## src/rtl/spi_fm_pkg.sv

```systemverilog
package spi_fm_pkg;
    typedef enum logic [1:0] {
        ST_IDLE  = 2'd0,
        ST_SHIFT = 2'd1,
        ST_TRAIL = 2'd2
    } fm_state_e;
endpackage

```

## src/rtl/spi_fm_tick.sv

```systemverilog
// Half-period strobe: (P/2)*(rate+1) cycles, P = even prescale (0 -> 2).
module spi_fm_tick #(
    parameter int PRE_W  = 8,
    parameter int RATE_W = 8,
    localparam int CNT_W = PRE_W + RATE_W
) (
    input  logic              clk,
    input  logic              rst_n,
    input  logic              run,
    input  logic [PRE_W-1:0]  prescale,
    input  logic [RATE_W-1:0] rate,
    output logic              tick
);
    logic [CNT_W-1:0] cnt_q;
    logic [CNT_W-1:0] pre_half;
    logic [CNT_W-1:0] rate_p1;
    logic [CNT_W-1:0] half_len;

    always_comb begin
        if (prescale[PRE_W-1:1] == '0)
            pre_half = CNT_W'(1);
        else
            pre_half = CNT_W'(prescale[PRE_W-1:1]);
        rate_p1  = CNT_W'(rate) + CNT_W'(1);
        half_len = pre_half * rate_p1;
        tick     = run && (cnt_q == half_len - CNT_W'(1));
    end

    always_ff @(posedge clk or negedge rst_n) begin
        if (!rst_n)
            cnt_q <= '0;
        else if (!run || tick)
            cnt_q <= '0;
        else
            cnt_q <= cnt_q + CNT_W'(1);
    end
endmodule

```

## src/rtl/spi_fm_shifter.sv

```systemverilog
// Transmit and receive shift registers, MSB first.
module spi_fm_shifter #(
    parameter int DW = 16,
    localparam int LW = $clog2(DW)
) (
    input  logic          clk,
    input  logic          rst_n,
    input  logic          load,
    input  logic [DW-1:0] tx_word,
    input  logic [LW-1:0] len_m1,
    input  logic          shift_en,
    input  logic          cap_en,
    input  logic          sin,
    output logic          sout,
    output logic [DW-1:0] rx_word
);
    logic [DW-1:0] tx_sr;
    logic [DW-1:0] rx_sr;

    always_ff @(posedge clk or negedge rst_n) begin
        if (!rst_n) begin
            tx_sr <= '0;
            rx_sr <= '0;
        end else if (load) begin
            tx_sr <= tx_word;
            rx_sr <= '0;
        end else begin
            if (shift_en) tx_sr <= {tx_sr[DW-2:0], 1'b0};
            if (cap_en)   rx_sr <= {rx_sr[DW-2:0], sin};
        end
    end

    assign sout    = tx_sr[len_m1];
    assign rx_word = rx_sr;
endmodule

```

## src/rtl/spi_frame_master.sv

```systemverilog
module spi_frame_master
    import spi_fm_pkg::*;
#(
    parameter int DW     = 16,
    parameter int PRE_W  = 8,
    parameter int RATE_W = 8,
    localparam int LW    = $clog2(DW),
    localparam int EW    = LW + 1
) (
    input  logic              clk,
    input  logic              rst_n,
    input  logic              enable,
    input  logic              loopback,
    input  logic              cpol,
    input  logic              cpha,
    input  logic [LW-1:0]     dsize,
    input  logic [PRE_W-1:0]  prescale,
    input  logic [RATE_W-1:0] rate,
    input  logic [DW-1:0]     tx_data,
    input  logic              tx_valid,
    output logic              tx_ready,
    input  logic              miso,
    output logic              sclk,
    output logic              mosi,
    output logic              cs_n,
    output logic [DW-1:0]     rx_data,
    output logic              rx_valid,
    output logic              busy
);
    fm_state_e     state_q, state_d;
    logic [EW-1:0] edge_q;
    logic          ph_q;
    logic          rxv_q;
    logic          tick;
    logic          run;
    logic          take;
    logic          edge_last;
    logic          step;
    logic          cap_en;
    logic          shift_en;
    logic          sout;
    logic          sin;

    assign run       = (state_q != ST_IDLE);
    assign edge_last = (edge_q == {dsize, 1'b1});
    assign step      = enable && (state_q == ST_SHIFT) && tick;
    assign cap_en    = step && (edge_q[0] == cpha);
    assign shift_en  = step && (edge_q[0] != cpha) && (edge_q != '0) && !edge_last;
    assign take      = tx_valid && tx_ready;
    assign sin       = loopback ? sout : miso;

    spi_fm_tick #(.PRE_W(PRE_W), .RATE_W(RATE_W)) u_tick (
        .clk      (clk),
        .rst_n    (rst_n),
        .run      (run),
        .prescale (prescale),
        .rate     (rate),
        .tick     (tick)
    );

    spi_fm_shifter #(.DW(DW)) u_shift (
        .clk      (clk),
        .rst_n    (rst_n),
        .load     (take),
        .tx_word  (tx_data),
        .len_m1   (dsize),
        .shift_en (shift_en),
        .cap_en   (cap_en),
        .sin      (sin),
        .sout     (sout),
        .rx_word  (rx_data)
    );

    // next state
    always_comb begin
        state_d = state_q;
        unique case (state_q)
            ST_IDLE:  if (take) state_d = ST_SHIFT;
            ST_SHIFT: if (tick && edge_last) state_d = ST_TRAIL;
            ST_TRAIL: if (tick) state_d = take ? ST_SHIFT : ST_IDLE;
            default:  state_d = ST_IDLE;
        endcase
        if (!enable) state_d = ST_IDLE;
    end

    // state register
    always_ff @(posedge clk or negedge rst_n) begin
        if (!rst_n) state_q <= ST_IDLE;
        else        state_q <= state_d;
    end

    // edge counter, clock phase, receive strobe
    always_ff @(posedge clk or negedge rst_n) begin
        if (!rst_n) begin
            edge_q <= '0;
            ph_q   <= 1'b0;
            rxv_q  <= 1'b0;
        end else begin
            rxv_q <= step && edge_last;
            if (!enable || state_q != ST_SHIFT) begin
                ph_q <= 1'b0;
            end else if (tick) begin
                ph_q <= ~ph_q;
            end
            if (take)
                edge_q <= '0;
            else if (step)
                edge_q <= edge_last ? '0 : edge_q + EW'(1);
        end
    end

    // outputs
    always_comb begin
        cs_n     = (state_q == ST_IDLE);
        sclk     = cpol ^ ph_q;
        mosi     = sout;
        rx_valid = rxv_q;
        busy     = (state_q != ST_IDLE) || tx_valid;
        tx_ready = enable && ((state_q == ST_IDLE) || (state_q == ST_TRAIL && tick));
    end
endmodule

```

## config.mk

```make
export PLATFORM = sky130hd
export DESIGN_NAME = spi_frame_master
export DESIGN_NICKNAME = d
export VERILOG_FILES = /design/src/rtl/spi_fm_pkg.sv /design/src/rtl/spi_fm_tick.sv /design/src/rtl/spi_fm_shifter.sv /design/src/rtl/spi_frame_master.sv
export SDC_FILE = /design/constraint.sdc
export NUM_CORES = 1
export LEC_CHECK = 0
export ABC_AREA = 0
export BUFFER_PORTS_ARGS = -buffer_cell sky130_fd_sc_hd__buf_2
export CORE_MARGIN = 1.5
export CORE_UTILIZATION = 50
export CTS_CLUSTER_DIAMETER = 60
export CTS_CLUSTER_SIZE = 14
export DETAILED_ROUTE_END_ITERATION = 12
export PLACE_DENSITY = 0.7
export RECOVER_POWER = 100
export SLEW_MARGIN = 20
export SYNTH_ARGS = -nofsm -noshare
export SYNTH_HDL_FRONTEND = slang
export SYNTH_HIERARCHICAL = 1
export SYNTH_SLANG_ARGS = --single-unit
```

## constraint.sdc

```tcl
create_clock -name clk -period 9.1 [get_ports clk]
set_clock_uncertainty 0.1 [all_clocks]
set_input_delay 1.82 -clock clk [delete_from_list [all_inputs] [get_ports clk]]
set_output_delay 1.82 -clock clk [all_outputs]
set_load 0.01 [all_outputs]
```

==> results of run 1 <==
[cell type report]
cell class	count	area (um2)
fillers	902	4046
multi-input cells	437	3814
clock buffers	13	168.9
inverters	58	217.7
repair buffers	93	513.0
flip-flops and latches	57	1426
clock inverters	2	60.06
well taps	136	170.2
[power by group through the flow]
stage | registers (mW) | logic, mW | clock network, mW
6_report | 0.277 | 0.949 | 0.269
5_1_grt | 0.279 | 1.06 | 0.287
4_1_cts | 0.277 | 0.848 | 0.275
3_5_place_dp | 0.281 | 0.833 | 0
3_3_place_gp | 0.281 | 0.809 | 0
2_1_floorplan | 0.278 | 0.677 | 0
[synthesized netlist by cell type, types with 4 or more instances]
cell	instances	area (um2)
sky130_fd_sc_hd__and3_1	4	25.02
sky130_fd_sc_hd__nand3_1	20	100.1
sky130_fd_sc_hd__nand2_1	71	266.5
sky130_fd_sc_hd__nor2b_1	5	31.28
sky130_fd_sc_hd__inv_1	58	217.7
sky130_fd_sc_hd__o211ai_1	6	45.04
sky130_fd_sc_hd__nor2_1	35	131.4
sky130_fd_sc_hd__nor3_1	5	25.02
sky130_fd_sc_hd__o21ai_0	24	120.1
sky130_fd_sc_hd__a21oi_1	12	60.06
sky130_fd_sc_hd__buf_4	4	30.03
sky130_fd_sc_hd__nand4_1	5	31.28
sky130_fd_sc_hd__dfrtp_1	57	1426
sky130_fd_sc_hd__nand2b_1	7	43.79
sky130_fd_sc_hd__and2_1	18	112.6
sky130_fd_sc_hd__mux4_1	4	105.1
sky130_fd_sc_hd__buf_2	4	20.02
sky130_fd_sc_hd__clkbuf_1	8	30.03
sky130_fd_sc_hd__xnor2_1	27	236.5
sky130_fd_sc_hd__fa_1	39	780.8
sky130_fd_sc_hd__xor2_1	25	219.0
sky130_fd_sc_hd__mux2i_1	35	350.3
sky130_fd_sc_hd__ha_1	42	525.5
sky130_fd_sc_hd__nor2_2	10	62.56
[metrics by stage]
| step | worst slack, ns | hold slack [ns] |
|---|---|---|
| floorplan | 0.4495 | 0.4210 |
| global placement | -0.05391 | 0.4011 |
| detailed placement | -0.1204 | 0.4171 |
| CTS | 0.01727 | 0.4327 |
| global route | -0.003602 | 0.4819 |
| finish | 0.2183 | 0.4295 |
[cells in the final DEF (no fill, tap or decap), drive strengths merged, types with 13 or more instances in the layout]
master  instances
nand2          71
buf            68
inv            58
dfrtp          57
nor2           45
ha             42
fa             39
clkbuf         38
mux2i          35
xnor2          27
o21ai          26
xor2           25
nand3          20
and2           19
a21oi          13
[flip-flops by register name (all words and copies together) (netlist names)]
signal / count
u_shift/tx_sr: 16
ph_q: 1
state_q: 2
u_tick/cnt_q: 16
u_shift/rx_word: 16
edge_q: 5
rx_valid: 1
[per-layer routing]
metal  wire length (um)  vias up
met3                486       15
met2               5746       97
li1                   -     2073
met1               4957     2074
met4                153        0
met5                  0        -
[logic make-up (layout without fill, tap and decap cells)]
logic type,count (synthesis),after routing,share of synthesized area [%]
XOR/XNOR,52,52,8.391
multiplexers,40,40,8.598
AND/OR/NAND/NOR,201,201,18.72
AO/OA/AOI/OAI,63,63,7.838
flip-flops,57,57,26.28
adder cells (fa/ha/maj),81,81,24.07
buffers and inverters,77,166,6.109
[timing repair]
action | 4_1_cts | 5_1_grt
buffers inserted | 0 | 13
pin swaps | 1 | 18
hold endpoints to repair | 0 | 0
setup endpoints to repair | 1 | 1
cloned | 0 | 0
gates resized for setup | 5 | 29
[critical path: cells and delay by family]
| family | cells | cell delay [ns] |
|---|---|---|
| compound gates | 5 | 0.74 |
| xor+xnor | 1 | 0.24 |
| fa+ha+maj | 5 | 2.31 |
| buf+inv | 6 | 0.73 |
| mux | 1 | 0.19 |
| simple gates | 6 | 0.89 |
[worst max-delay path by stage]
stage	endpoint	startpoint	slack, ns
2_1_floorplan	tx_ready	rate[0]	0.45
3_3_place_gp	tx_ready	rate[0]	-0.05
3_5_place_dp	tx_ready	rate[0]	-0.12
4_1_cts	tx_ready	rate[0]	0.02
5_1_grt	tx_ready	rate[0]	-0.004
6_report	tx_ready	rate[2]	0.22
==> impl_results.html, run 1 <==
<table>
<tr><th>Metric</th><th>Value</th></tr>
<tr><th colspan="2">Run status</th></tr>
<tr><td>Result of the run</td><td>complete, but fails checks</td></tr>
<tr><td>Violations in the final reports</td><td>capacitance limit, slew limit</td></tr>
<tr><th colspan="2">Die</th></tr>
<tr><td>Starting density of the core</td><td>approximately 52%</td></tr>
<tr><td>Placeable core area</td><td>10420 um2</td></tr>
<tr><td>Full die area</td><td>between 10000 and 15000 um2</td></tr>
<tr><td>Floorplan row count</td><td>37</td></tr>
<tr><td>Number of placed I/O pins</td><td>66</td></tr>
<tr><td>Die height</td><td>around 110 um</td></tr>
<tr><td>Die outline width</td><td>between 100 and 150 um</td></tr>
<tr><th colspan="2">Critical path</th></tr>
<tr><td>Cell with the largest stage delay on the worst path</td><td>sky130_fd_sc_hd__fa_1</td></tr>
<tr><td>Setup slack, reg-to-reg</td><td>around 5.2 ns</td></tr>
<tr><td>Maximum fanout count along the critical path</td><td>8</td></tr>
<tr><td>Worst reg-to-reg path cell count</td><td>12</td></tr>
<tr><td>Crit-path max cell delay</td><td>roughly 0.56 ns</td></tr>
<tr><td>Critical-path cell list</td><td>buf_2 &gt; nand3_2 &gt; nor2_2 &gt; nand3_1 &gt; xnor2_2 &gt; buf_4 &gt; nand2_1 &gt; fa_1 &gt; fa_1 &gt; fa_1 &gt; fa_1 &gt; inv_1 &gt; ha_4 &gt; a21oi_2 &gt; o211ai_1 &gt; o21ai_2 &gt; buf_4 &gt; mux2i_1 &gt; o211ai_1 &gt; nor4_2 &gt; and2_1 &gt; inv_1 &gt; a21oi_2 &gt; buf_2</td></tr>
<tr><td>Worst r2r src</td><td>u_tick/cnt_q[13]</td></tr>
<tr><td>Crit path launch type</td><td>primary input</td></tr>
<tr><td>R2R Path End</td><td>u_shift/tx_sr[9]</td></tr>
<tr><td>Required time of the critical path</td><td>around 7.2 ns</td></tr>
<tr><td>CP endpoint kind</td><td>output port</td></tr>
<tr><td>Arrival time worst endpoint</td><td>6.96 ns</td></tr>
<tr><td>Type of the worst setup path</td><td>in -&gt; out</td></tr>
<tr><td>Library cell appearing most often on the critical path</td><td>sky130_fd_sc_hd__fa_1</td></tr>
<tr><th colspan="2">CTS</th></tr>
<tr><td>Number of levels in the clock H-tree</td><td>3</td></tr>
<tr><td>Count of hold buffers inserted by post-cts repair</td><td>0</td></tr>
<tr><td>TritonCTS buffer count</td><td>9</td></tr>
<tr><td>TritonCTS clock tree</td><td>built</td></tr>
<tr><td>Insertion delay of the later-clocked pin in the worst-skew pair</td><td>0.33 ns</td></tr>
<tr><td>Maximum count of clock buffers along a single path</td><td>2</td></tr>
<tr><td>Clock transition time at the flip-flop clock pins of the worst setup and hold paths</td><td>about 0.06 ns</td></tr>
<tr><td># clock sinks</td><td>57</td></tr>
<tr><td>Root buf cell</td><td>sky130_fd_sc_hd__clkbuf_8</td></tr>
<tr><th colspan="2">STA</th></tr>
<tr><td>Final hold viol count</td><td>0</td></tr>
<tr><td>Period utilisation layout</td><td>97.60%</td></tr>
<tr><td>Final setup TNS</td><td>0 ns</td></tr>
<tr><td>Slew Limit Headroom</td><td>-99.36%</td></tr>
<tr><td>Setup violations, final</td><td>0</td></tr>
<tr><td>Achievable clock frequency</td><td>112.6 MHz</td></tr>
<tr><td>Worst-Margin Slew</td><td>~3.0 ns</td></tr>
<tr><td>Count of final max-slew check failures</td><td>roughly 110</td></tr>
<tr><td>Final worst path period need</td><td>slightly below 9 ns</td></tr>
<tr><th colspan="2">Power and ir drop</th></tr>
<tr><td>Share of total power consumed by net switching</td><td>between 40% and 50%</td></tr>
<tr><td>Internal power</td><td>0.8755 mW</td></tr>
<tr><td>Pwr per Cell Area</td><td>around 230 nW/um2</td></tr>
<tr><td>Net Sw Power</td><td>just over 0.6 mW</td></tr>
<tr><td>Total chip power</td><td>about 1.5 mW</td></tr>
<tr><td>Maximum resistive drop on vdd</td><td>~170 uV</td></tr>
<tr><td>Fraction of power consumed by the clock network</td><td>between 10% and 20%</td></tr>
<tr><td>Combinational cell fraction of total power</td><td>63.4%</td></tr>
<tr><td>Power share of the sequential group</td><td>~19%</td></tr>
<tr><td>Pleak</td><td>2.937 nW</td></tr>
<tr><th colspan="2">Synth</th></tr>
<tr><td>Flip-flop and latch count after synthesis</td><td>57</td></tr>
<tr><td>Syn_area_per_cell</td><td>9.506 um2</td></tr>
<tr><td>Number of flops mapped to enable cells by yosys</td><td>0</td></tr>
<tr><td>Number of cells produced by synthesis</td><td>571</td></tr>
<tr><td>Syn Std Cell Area</td><td>5428 um2</td></tr>
<tr><td>Number of unique standard cell types used by synthesis</td><td>56</td></tr>
<tr><td>Portion of the post-synthesis area used by sequential elements</td><td>around a quarter</td></tr>
<tr><td>Yosys warning total</td><td>6</td></tr>
<tr><td>Number of nets produced by synthesis</td><td>696</td></tr>
<tr><td>Most instantiated flip-flop cell in the synthesis netlist</td><td>sky130_fd_sc_hd__dfrtp_1</td></tr>
<tr><td>Fraction of registers with async set or reset after synthesis</td><td>100.0%</td></tr>
<tr><th colspan="2">GRT</th></tr>
<tr><td>Total global routing overflow</td><td>0</td></tr>
<tr><td>Tot GR Track Use</td><td>a little over a fifth</td></tr>
<tr><td>Global-route wire length before repair</td><td>about 20000 um</td></tr>
<tr><td>GR Util met3</td><td>under 10%</td></tr>
<tr><td>Via count of the first global-routing pass</td><td>around 4.4k</td></tr>
<tr><td>Pin count of the biggest net entering global routing</td><td>between 50 and 60</td></tr>
<tr><td>Antenna violations before repair</td><td>0</td></tr>
<tr><td>Global routing's busiest layer</td><td>met2</td></tr>
<tr><td>Global routing usage on met2</td><td>36.58%</td></tr>
<tr><td>Met1 capacity usage during global routing</td><td>between 20% and 30%</td></tr>
<tr><th colspan="2">Route</th></tr>
<tr><td>Number of nets still failing antenna checks after routing</td><td>0</td></tr>
<tr><td>Routed via count</td><td>4259</td></tr>
<tr><td>Avg WL per Cell</td><td>14.25 um</td></tr>
<tr><td>First drt pass iteration count</td><td>4</td></tr>
<tr><td>Detailed router's first-iteration violation count</td><td>between 150 and 200</td></tr>
<tr><td>Remaining DRCs</td><td>0</td></tr>
<tr><td>Total routed wirelength</td><td>about 11000 um</td></tr>
<tr><td>Via density</td><td>5.351</td></tr>
<tr><th colspan="2">Run</th></tr>
<tr><td>Max-cap violations</td><td>2</td></tr>
<tr><th colspan="2">Place</th></tr>
<tr><td>Cell count after placement</td><td>767</td></tr>
<tr><td>IO buf count</td><td>64</td></tr>
<tr><td>Routability congestion estimate from global placement</td><td>~0.9</td></tr>
<tr><td>HPWL after DPL</td><td>approximately 8600 um</td></tr>
<tr><td>Dpl cell area</td><td>approximately 5900 um2</td></tr>
<tr><th colspan="2">Layout</th></tr>
<tr><td>Number of standard cells in the layout, taps in and fillers out</td><td>about 800</td></tr>
<tr><td>Fin util</td><td>61.15%</td></tr>
<tr><td>Share of cells above drive strength 1</td><td>between 10% and 20%</td></tr>
<tr><td>Signed area change from the synthesized netlist to the final layout</td><td>17.36%</td></tr>
<tr><td>Total non-filler cell area in the finished layout</td><td>between 6000 and 7000 um2</td></tr>
<tr><td>Diode insertion count for antenna repair</td><td>0</td></tr>
<tr><td>Layout net count</td><td>slightly below 800</td></tr>
<tr><th colspan="2">Min path</th></tr>
<tr><td>Sink of the worst hold path</td><td>u_shift/rx_word[15]</td></tr>
<tr><td>Hold Path Depth</td><td>2</td></tr>
<tr><td>Path category of the worst min-delay check</td><td>reg -&gt; reg</td></tr>
<tr><td>Hold wc startpoint</td><td>u_shift/rx_word[15]</td></tr>
</table>
Power figures use the tool's default switching activity.
==> inputs of run 2 (changes only) <==
--- a/config.mk
+++ b/config.mk
@@ -12,7 +12,7 @@
 export CTS_CLUSTER_DIAMETER = 60
 export CTS_CLUSTER_SIZE = 14
 export DETAILED_ROUTE_END_ITERATION = 12
-export PLACE_DENSITY = 0.7
+export PLACE_DENSITY = 0.82
 export RECOVER_POWER = 100
 export SLEW_MARGIN = 20
 export SYNTH_ARGS = -nofsm -noshare
==> run 2 against run 1 <==
  * The run still ends with capacitance limit, slew limit left
  * Combinational power rose by 4.4%
  * Sequential cell count is the same
  * Sequential share of layout area grew 0.20 points
  * Design area shrank 0.90%
  * Core utilization down 0.55 points
  * Setup slack lost 0.089 ns
  * Sequential power hardly changed
  * Hold slack improved by 0.0015 ns
  * Critical path type unchanged
==> impl_results.html, run 2 (synthesis gave the netlist of run 1 again) <==
<table>
<tr><th>Metric</th><th>Value</th></tr>
<tr><th colspan="2">Run status</th></tr>
<tr><td>Result of the run</td><td>complete, but fails checks (unchanged)</td></tr>
<tr><td>Violations in the final reports</td><td>capacitance limit, slew limit (unchanged)</td></tr>
<tr><th colspan="2">CTS</th></tr>
<tr><td>TritonCTS clock tree</td><td>built (unchanged)</td></tr>
<tr><td>Clock transition time at the flip-flop clock pins of the worst setup and hold paths</td><td>0.07 ns (was 0.06 ns)</td></tr>
<tr><td>Number of levels in the clock H-tree</td><td>3 (unchanged)</td></tr>
<tr><td>TritonCTS buffer count</td><td>9 (unchanged)</td></tr>
<tr><td>Insertion delay of the later-clocked pin in the worst-skew pair</td><td>0.33 ns (about the same)</td></tr>
<tr><td># clock sinks</td><td>57 (unchanged)</td></tr>
<tr><td>Root buf cell</td><td>sky130_fd_sc_hd__clkbuf_8 (unchanged)</td></tr>
<tr><td>Maximum count of clock buffers along a single path</td><td>2 (unchanged)</td></tr>
<tr><th colspan="2">STA</th></tr>
<tr><td>Final hold viol count</td><td>0 (unchanged)</td></tr>
<tr><td>Final-layout worst hold slack</td><td>0.4310 ns (was 0.4295 ns)</td></tr>
<tr><td>Setup violations, final</td><td>0 (unchanged)</td></tr>
<tr><td>Period utilisation layout</td><td>98.58% (was 97.60%)</td></tr>
<tr><td>Count of final max-slew check failures</td><td>58 (was 112)</td></tr>
<tr><td>Slew Limit Headroom</td><td>-100.4% (was -99.36%)</td></tr>
<tr><td>Final worst path period need</td><td>8.970 ns (was 8.882 ns)</td></tr>
<tr><td>Achievable clock frequency</td><td>111.5 MHz (was 112.6 MHz)</td></tr>
<tr><td>Worst-Margin Slew</td><td>3.007 ns (was 2.990 ns)</td></tr>
<tr><td>Final setup TNS</td><td>0 ns (unchanged)</td></tr>
<tr><td>PnR worst setup slack</td><td>0.1296 ns (was 0.2183 ns)</td></tr>
<tr><th colspan="2">Die</th></tr>
<tr><td>Number of placed I/O pins</td><td>66 (unchanged)</td></tr>
<tr><td>Die outline width</td><td>107.2 um (unchanged)</td></tr>
<tr><td>Die height</td><td>107.2 um (unchanged)</td></tr>
<tr><td>Placeable core area</td><td>10420 um2 (unchanged)</td></tr>
<tr><td>Full die area</td><td>11490 um2 (unchanged)</td></tr>
<tr><td>Starting density of the core</td><td>52.11% (unchanged)</td></tr>
<tr><td>Floorplan row count</td><td>37 (unchanged)</td></tr>
<tr><th colspan="2">Route</th></tr>
<tr><td>Detailed router's first-iteration violation count</td><td>223 (was 177)</td></tr>
<tr><td>Via density</td><td>5.510 (was 5.351)</td></tr>
<tr><td>Avg WL per Cell</td><td>14.85 um (was 14.25 um)</td></tr>
<tr><td>Routed via count</td><td>4353 (was 4259)</td></tr>
<tr><td>Remaining DRCs</td><td>0 (unchanged)</td></tr>
<tr><td>Total routed wirelength</td><td>11730 um (was 11340 um)</td></tr>
<tr><td>Number of nets still failing antenna checks after routing</td><td>0 (unchanged)</td></tr>
<tr><td>First drt pass iteration count</td><td>5 (was 4)</td></tr>
<tr><th colspan="2">Power and ir drop</th></tr>
<tr><td>Net Sw Power</td><td>0.6606 mW (was 0.6206 mW)</td></tr>
<tr><td>Pwr per Cell Area</td><td>241.0 nW/um2 (was 234.9 nW/um2)</td></tr>
<tr><td>Power share of the sequential group</td><td>18.2% (was 18.5%)</td></tr>
<tr><td>Pleak</td><td>2.908 nW (was 2.937 nW)</td></tr>
<tr><td>Internal power</td><td>0.8604 mW (was 0.8755 mW)</td></tr>
<tr><td>Combinational cell fraction of total power</td><td>65.2% (was 63.4%)</td></tr>
<tr><td>Maximum resistive drop on vdd</td><td>175.5 uV (was 172.4 uV)</td></tr>
<tr><td>Share of total power consumed by net switching</td><td>43.43% (was 41.48%)</td></tr>
<tr><td>Fraction of power consumed by the clock network</td><td>16.7% (was 18.0%)</td></tr>
<tr><th colspan="2">Critical path</th></tr>
<tr><td>Type of the worst setup path</td><td>in -&gt; out (unchanged)</td></tr>
<tr><td>Crit path launch type</td><td>primary input (unchanged)</td></tr>
<tr><td>CP endpoint kind</td><td>output port (unchanged)</td></tr>
<tr><td>Arrival time worst endpoint</td><td>7.05 ns (was 6.96 ns)</td></tr>
<tr><td>Required time of the critical path</td><td>7.18 ns (about the same)</td></tr>
<tr><td>Setup slack, reg-to-reg</td><td>5.77 ns (was 5.22 ns)</td></tr>
<tr><td>Maximum fanout count along the critical path</td><td>7 (was 8)</td></tr>
<tr><th colspan="2">Layout</th></tr>
<tr><td>Commonest cells after routing, fill and taps aside</td><td>sky130_fd_sc_hd__nand2_1, sky130_fd_sc_hd__inv_1, sky130_fd_sc_hd__dfrtp_1 (unchanged)</td></tr>
<tr><td>Total non-filler cell area in the finished layout</td><td>6312 um2 (was 6370 um2)</td></tr>
<tr><td>FILL cells</td><td>855 (was 902)</td></tr>
<tr><td>Share of cells above drive strength 1</td><td>19.57% (was 19.70%)</td></tr>
<tr><td>Signed area change from the synthesized netlist to the final layout</td><td>16.30% (was 17.36%)</td></tr>
<tr><td>Layout net count</td><td>774 (was 781)</td></tr>
<tr><td>Most frequent standard cell in the layout excluding fill and tap cells</td><td>sky130_fd_sc_hd__nand2_1 (unchanged)</td></tr>
<tr><td>Diode insertion count for antenna repair</td><td>0 (unchanged)</td></tr>
<tr><th colspan="2">GRT</th></tr>
<tr><td>Total global routing overflow</td><td>0 (unchanged)</td></tr>
<tr><td>Antenna violations before repair</td><td>0 (unchanged)</td></tr>
<tr><td>Global-route wire length before repair</td><td>19730 um (was 19620 um)</td></tr>
<tr><td>Tot GR Track Use</td><td>21.30% (was 21.05%)</td></tr>
<tr><td>Pin count of the biggest net entering global routing</td><td>58 (unchanged)</td></tr>
<tr><td>Via count of the first global-routing pass</td><td>4452 (was 4384)</td></tr>
<tr><th colspan="2">Min path</th></tr>
<tr><td>Path category of the worst min-delay check</td><td>reg -&gt; reg (unchanged)</td></tr>
<tr><th colspan="2">Place</th></tr>
<tr><td>Minimum setup slack after placement</td><td>-0.08850 ns (was -0.1204 ns)</td></tr>
<tr><td>Routability congestion estimate from global placement</td><td>0.8918 (was 0.8958)</td></tr>
<tr><td>Dpl cell area</td><td>5892 um2 (was 5924 um2)</td></tr>
<tr><td>HPWL after DPL</td><td>8521 um (was 8632 um)</td></tr>
<tr><td>IO buf count</td><td>64 (unchanged)</td></tr>
<tr><th colspan="2">Run</th></tr>
<tr><td>Max-cap violations</td><td>1 (was 2)</td></tr>
</table>
run 2: changes by cell type in the layout (fill, tap and decap cells not counted), moves of 2 or more:
| cell | change |
|---|---|
| sky130_fd_sc_hd__buf_4 | -3 |
| sky130_fd_sc_hd__clkbuf_1 | -2 |
| sky130_fd_sc_hd__clkbuf_8 | -3 |
| sky130_fd_sc_hd__clkinv_2 | +3 |
| sky130_fd_sc_hd__o21ai_1 | -2 |
run 2: layer usage:
metal | GRT usage [%] | wire [um] | up-vias
met1 | 27.25 | 5036 | 2164
met4 | 6.095 | 142 | 0
met3 | 3.100 | 468 | 19
li1 | - | - | 2053
met2 | 37.40 | 6086 | 117
met5 | 0 | 0 | -
run 2: path summary, 6_finish.rpt:
path,from,endpoint,cells past startpoint
min in group asynchronous,rst_n,u_shift/rx_word[15],2
max in group asynchronous,rst_n,u_tick/cnt_q[14],2
worst min-delay path,u_shift/rx_word[15],u_shift/rx_word[15],2
worst max-delay path,rate[2],tx_ready,23
worst min register to register,u_shift/rx_word[15],u_shift/rx_word[15],2
worst max register to register,u_tick/cnt_q[13],u_shift/tx_sr[13],13
run 2: area by class of cell:
cell class / instances / area (um2) / share of cell area, %
Timing Repair Buffer: 86 / 455.4 / 7.215
Tap cell: 136 / 170.2 / 2.696
Multi-Input combinational cell: 437 / 3832 / 60.71
Clock buffer: 10 / 127.6 / 2.022
Inverter: 58 / 217.7 / 3.449
Sequential cell: 57 / 1426 / 22.60
Clock inverter: 6 / 82.58 / 1.308
run 2: what timing repair did:
item,4_1_cts,5_1_grt
pin swaps,1,13
gates resized for setup,5,29
hold buffers,0,0
buffers inserted,0,10
setup endpoints to repair,1,1
run 2: power groups by stage:
stage	clock (mW)	sequential [mW]	combinational (mW)
floorplan	0	0.278	0.677
global placement	0	0.280	0.799
detailed placement	0	0.281	0.829
CTS	0.257	0.277	0.844
global route	0.270	0.278	1.10
finish	0.253	0.277	0.991
run 2: stage by stage:
stage | utilization, % | cells | power, mW
after floorplan | - | 571 | 0.9552
after global placement | 56.56 | 763 | 1.079
after detailed placement | 56.56 | 763 | 1.110
after CTS | 58.77 | 779 | 1.379
after global routing | 60.60 | 790 | 1.645
final | 60.60 | 790 | 1.521
run 2: critical path: stages:
cell and delay, ns:
sky130_fd_sc_hd__buf_2 0.16, sky130_fd_sc_hd__nand3_1 0.16, sky130_fd_sc_hd__xnor2_1 0.24, sky130_fd_sc_hd__buf_4 0.17, sky130_fd_sc_hd__buf_4 0.12, sky130_fd_sc_hd__nand2_1 0.07
sky130_fd_sc_hd__fa_1 0.56, sky130_fd_sc_hd__fa_1 0.45, sky130_fd_sc_hd__fa_1 0.52, sky130_fd_sc_hd__fa_1 0.57, sky130_fd_sc_hd__inv_1 0.05, sky130_fd_sc_hd__ha_2 0.34
sky130_fd_sc_hd__a21oi_2 0.17, sky130_fd_sc_hd__o211ai_1 0.13, sky130_fd_sc_hd__o21ai_2 0.21, sky130_fd_sc_hd__buf_4 0.16, sky130_fd_sc_hd__mux2i_1 0.19, sky130_fd_sc_hd__o211ai_1 0.16
sky130_fd_sc_hd__nor4_2 0.23, sky130_fd_sc_hd__and2_1 0.18, sky130_fd_sc_hd__inv_1 0.08, sky130_fd_sc_hd__a21oi_2 0.16, sky130_fd_sc_hd__buf_2 0.15
==> inputs of run 3 (changes only) <==
--- a/config.mk
+++ b/config.mk
@@ -5,14 +5,14 @@
 export SDC_FILE = /design/constraint.sdc
 export NUM_CORES = 1
 export LEC_CHECK = 0
-export ABC_AREA = 0
 export BUFFER_PORTS_ARGS = -buffer_cell sky130_fd_sc_hd__buf_2
 export CORE_MARGIN = 1.5
 export CORE_UTILIZATION = 50
 export CTS_CLUSTER_DIAMETER = 60
 export CTS_CLUSTER_SIZE = 14
 export DETAILED_ROUTE_END_ITERATION = 12
-export PLACE_DENSITY = 0.82
+export MAX_ROUTING_LAYER = met4
+export PLACE_DENSITY_LB_ADDON = 0.1
 export RECOVER_POWER = 100
 export SLEW_MARGIN = 20
 export SYNTH_ARGS = -nofsm -noshare
==> run 3 against run 2 <==
  * The run still ends with capacitance limit, slew limit left
  * Die area stayed put
  * Hold slack gained 0.0026 ns
  * Cell count decreased by 0.13%
  * Total power down 5.8%
  * Global-route usage is 0.18 points lower
  * Core utilization decreased by 0.58 points
  * Combinational power decreased by 8.6%
==> impl_results.html, run 3 (synthesis gave the netlist of run 1 again) <==
<table>
<tr><th>Metric</th><th>Value</th></tr>
<tr><th colspan="2">Min path</th></tr>
<tr><td>Hold Path Depth</td><td>2 (unchanged)</td></tr>
<tr><td>Path category of the worst min-delay check</td><td>reg -&gt; reg (unchanged)</td></tr>
<tr><td>Hold wc startpoint</td><td>u_shift/rx_word[15] (unchanged)</td></tr>
<tr><td>Sink of the worst hold path</td><td>u_shift/rx_word[15] (unchanged)</td></tr>
<tr><th colspan="2">GRT</th></tr>
<tr><td>Global routing's busiest layer</td><td>met2 (unchanged)</td></tr>
<tr><td>Via count of the first global-routing pass</td><td>4114 (was 4452)</td></tr>
<tr><td>GR Util met3</td><td>3.222% (was 3.100%)</td></tr>
<tr><td>Global routing usage on met2</td><td>34.39% (was 37.40%)</td></tr>
<tr><td>Pin count of the biggest net entering global routing</td><td>58 (unchanged)</td></tr>
<tr><td>Tot GR Track Use</td><td>21.12% (was 21.30%)</td></tr>
<tr><td>Global-route wire length before repair</td><td>18860 um (was 19730 um)</td></tr>
<tr><td>Met1 capacity usage during global routing</td><td>27.13% (was 27.25%)</td></tr>
<tr><td>Total global routing overflow</td><td>0 (unchanged)</td></tr>
<tr><td>Antenna violations before repair</td><td>0 (unchanged)</td></tr>
<tr><th colspan="2">Route</th></tr>
<tr><td>First drt pass iteration count</td><td>4 (was 5)</td></tr>
<tr><td>Remaining DRCs</td><td>0 (unchanged)</td></tr>
<tr><td>Total routed wirelength</td><td>10890 um (was 11730 um)</td></tr>
<tr><td>Avg WL per Cell</td><td>13.80 um (was 14.85 um)</td></tr>
<tr><td>Detailed router's first-iteration violation count</td><td>150 (was 223)</td></tr>
<tr><td>Number of nets still failing antenna checks after routing</td><td>0 (unchanged)</td></tr>
<tr><td>Routed via count</td><td>4156 (was 4353)</td></tr>
<tr><td>Via density</td><td>5.267 (was 5.510)</td></tr>
<tr><th colspan="2">Place</th></tr>
<tr><td>Routability congestion estimate from global placement</td><td>0.8745 (was 0.8918)</td></tr>
<tr><td>Cell count after placement</td><td>767 (was 763)</td></tr>
<tr><td>Minimum setup slack after placement</td><td>-0.04168 ns (was -0.08850 ns)</td></tr>
<tr><td>HPWL after DPL</td><td>8374 um (was 8521 um)</td></tr>
<tr><td>IO buf count</td><td>64 (unchanged)</td></tr>
<tr><th colspan="2">CTS</th></tr>
<tr><td>Count of hold buffers inserted by post-cts repair</td><td>0 (unchanged)</td></tr>
<tr><td># clock sinks</td><td>57 (unchanged)</td></tr>
<tr><td>TritonCTS buffer count</td><td>9 (unchanged)</td></tr>
<tr><td>Maximum count of clock buffers along a single path</td><td>2 (unchanged)</td></tr>
<tr><td>Insertion delay of the later-clocked pin in the worst-skew pair</td><td>0.34 ns (was 0.33 ns)</td></tr>
<tr><td>Clock transition time at the flip-flop clock pins of the worst setup and hold paths</td><td>0.06 ns (was 0.07 ns)</td></tr>
<tr><td>TritonCTS clock tree</td><td>built (unchanged)</td></tr>
<tr><td>Root buf cell</td><td>sky130_fd_sc_hd__clkbuf_8 (unchanged)</td></tr>
<tr><td>Number of levels in the clock H-tree</td><td>3 (unchanged)</td></tr>
<tr><th colspan="2">Critical path</th></tr>
<tr><td>Maximum fanout count along the critical path</td><td>6 (was 7)</td></tr>
<tr><td>Crit path launch type</td><td>primary input (unchanged)</td></tr>
<tr><td>Type of the worst setup path</td><td>in -&gt; out (unchanged)</td></tr>
<tr><td>Worst r2r src</td><td>u_tick/cnt_q[13] (unchanged)</td></tr>
<tr><td>Arrival time worst endpoint</td><td>6.87 ns (was 7.05 ns)</td></tr>
<tr><td>R2R Path End</td><td>u_shift/tx_sr[14] (was u_shift/tx_sr[13])</td></tr>
<tr><td>Setup slack, reg-to-reg</td><td>5.39 ns (was 5.77 ns)</td></tr>
<tr><td>Source of the critical timing path</td><td>rate[0] (was rate[2])</td></tr>
<tr><td>Required time of the critical path</td><td>7.18 ns (about the same)</td></tr>
<tr><td>Worst reg-to-reg path cell count</td><td>11 (was 13)</td></tr>
<tr><td>CP endpoint kind</td><td>output port (unchanged)</td></tr>
<tr><th colspan="2">STA</th></tr>
<tr><td>Final setup TNS</td><td>0 ns (unchanged)</td></tr>
<tr><td>Period utilisation layout</td><td>96.59% (was 98.58%)</td></tr>
<tr><td>Slew Limit Headroom</td><td>-102.5% (was -100.4%)</td></tr>
<tr><td>Achievable clock frequency</td><td>113.8 MHz (was 111.5 MHz)</td></tr>
<tr><td>Final worst path period need</td><td>8.789 ns (was 8.970 ns)</td></tr>
<tr><td>Setup violations, final</td><td>0 (unchanged)</td></tr>
<tr><td>Count of final max-slew check failures</td><td>121 (was 58)</td></tr>
<tr><td>Final hold viol count</td><td>0 (unchanged)</td></tr>
<tr><td>Worst-Margin Slew</td><td>3.037 ns (was 3.007 ns)</td></tr>
<tr><td>PnR worst setup slack</td><td>0.3106 ns (was 0.1296 ns)</td></tr>
<tr><th colspan="2">Die</th></tr>
<tr><td>Die height</td><td>107.2 um (unchanged)</td></tr>
<tr><td>Floorplan row count</td><td>37 (unchanged)</td></tr>
<tr><td>Number of placed I/O pins</td><td>66 (unchanged)</td></tr>
<tr><td>Placeable core area</td><td>10420 um2 (unchanged)</td></tr>
<tr><td>Starting density of the core</td><td>52.11% (unchanged)</td></tr>
<tr><td>Die outline width</td><td>107.2 um (unchanged)</td></tr>
<tr><td>Full die area</td><td>11490 um2 (unchanged)</td></tr>
<tr><th colspan="2">Layout</th></tr>
<tr><td>Commonest cells after routing, fill and taps aside</td><td>sky130_fd_sc_hd__nand2_1, sky130_fd_sc_hd__inv_1, sky130_fd_sc_hd__dfrtp_1 (unchanged)</td></tr>
<tr><td>Signed area change from the synthesized netlist to the final layout</td><td>15.19% (was 16.30%)</td></tr>
<tr><td>Fin util</td><td>60.02% (was 60.60%)</td></tr>
<tr><td>Most frequent standard cell in the layout excluding fill and tap cells</td><td>sky130_fd_sc_hd__nand2_1 (unchanged)</td></tr>
<tr><td>Diode insertion count for antenna repair</td><td>0 (unchanged)</td></tr>
<tr><td>Layout net count</td><td>774 (unchanged)</td></tr>
<tr><td>Share of cells above drive strength 1</td><td>18.22% (was 19.57%)</td></tr>
<tr><td>Number of standard cells in the layout, taps in and fillers out</td><td>789 (was 790)</td></tr>
<tr><th colspan="2">Run</th></tr>
<tr><td>Max-cap violations</td><td>3 (was 1)</td></tr>
<tr><th colspan="2">Power and ir drop</th></tr>
<tr><td>Pwr per Cell Area</td><td>229.1 nW/um2 (was 241.0 nW/um2)</td></tr>
<tr><td>Maximum resistive drop on vdd</td><td>150.6 uV (was 175.5 uV)</td></tr>
<tr><td>Total chip power</td><td>1.432 mW (was 1.521 mW)</td></tr>
<tr><td>Pleak</td><td>2.892 nW (was 2.908 nW)</td></tr>
<tr><th colspan="2">Run status</th></tr>
<tr><td>Result of the run</td><td>complete, but fails checks (unchanged)</td></tr>
<tr><td>Violations in the final reports</td><td>capacitance limit, slew limit (unchanged)</td></tr>
</table>
run 3: layer usage:
layer	part of all wire [%]	vias up	routed length, um
met2	50	98	5398
li1	-	2051	-
met4	1.6	0	176
met3	3.3	19	362
met1	45	1988	4951
met5	0	-	0
run 3: worst max path at each step:
stage	end	slack, ns
finish	tx_ready	0.31
detailed placement	tx_ready	-0.04
global route	tx_ready	-0.02
floorplan	tx_ready	0.45
global placement	tx_ready	-0.05
CTS	tx_ready	0.03
run 3: critical path, stage by stage:
cell and delay, ns:
sky130_fd_sc_hd__buf_2 0.13, sky130_fd_sc_hd__ha_4 0.17, sky130_fd_sc_hd__nand3_4 0.12, sky130_fd_sc_hd__xnor2_4 0.28, sky130_fd_sc_hd__buf_4 0.16, sky130_fd_sc_hd__nand2_1 0.06, sky130_fd_sc_hd__fa_1 0.57, sky130_fd_sc_hd__fa_1 0.45
sky130_fd_sc_hd__fa_1 0.52, sky130_fd_sc_hd__fa_1 0.54, sky130_fd_sc_hd__inv_1 0.05, sky130_fd_sc_hd__ha_2 0.38, sky130_fd_sc_hd__nand4_1 0.12, sky130_fd_sc_hd__a21oi_2 0.19, sky130_fd_sc_hd__o21ai_2 0.11, sky130_fd_sc_hd__xnor2_1 0.13
sky130_fd_sc_hd__a211o_1 0.29, sky130_fd_sc_hd__nor4_1 0.23, sky130_fd_sc_hd__and2_1 0.18, sky130_fd_sc_hd__inv_1 0.08, sky130_fd_sc_hd__a21oi_2 0.14, sky130_fd_sc_hd__buf_2 0.14
run 3: metrics by stage:
| step | hold WS, ns | instance area (um2) |
|---|---|---|
| 2_1_floorplan | 0.4210 | 5428 |
| 3_3_place_gp | 0.4034 | 5924 |
| 3_5_place_dp | 0.4127 | 5924 |
| 4_1_cts | 0.4298 | 6150 |
| 5_1_grt | 0.4530 | 6252 |
| 6_report | 0.4337 | 6252 |
run 3: repair_timing:
item	4_1_cts	5_1_grt
setup buffers	0	6
endpoints found under the setup margin	1	1
pin swaps	0	9
resized for setup	3	23
run 3: report_power, final:
group / internal, mW / switching, mW / total (mW)
Clock: 0.151 / 0.0982 / 0.250
Sequential: 0.266 / 0.0107 / 0.277
Combinational: 0.410 / 0.496 / 0.906
run 3: final cells by class:
type | count | area (um2)
Timing Repair Buffer | 86 | 455.4
Clock buffer | 9 | 123.9
Clock inverter | 6 | 83.83
Tap cell | 136 | 170.2
Fill cell | 938 | 4164
Inverter | 58 | 217.7
Sequential cell | 57 | 1426
Multi-Input combinational cell | 437 | 3775
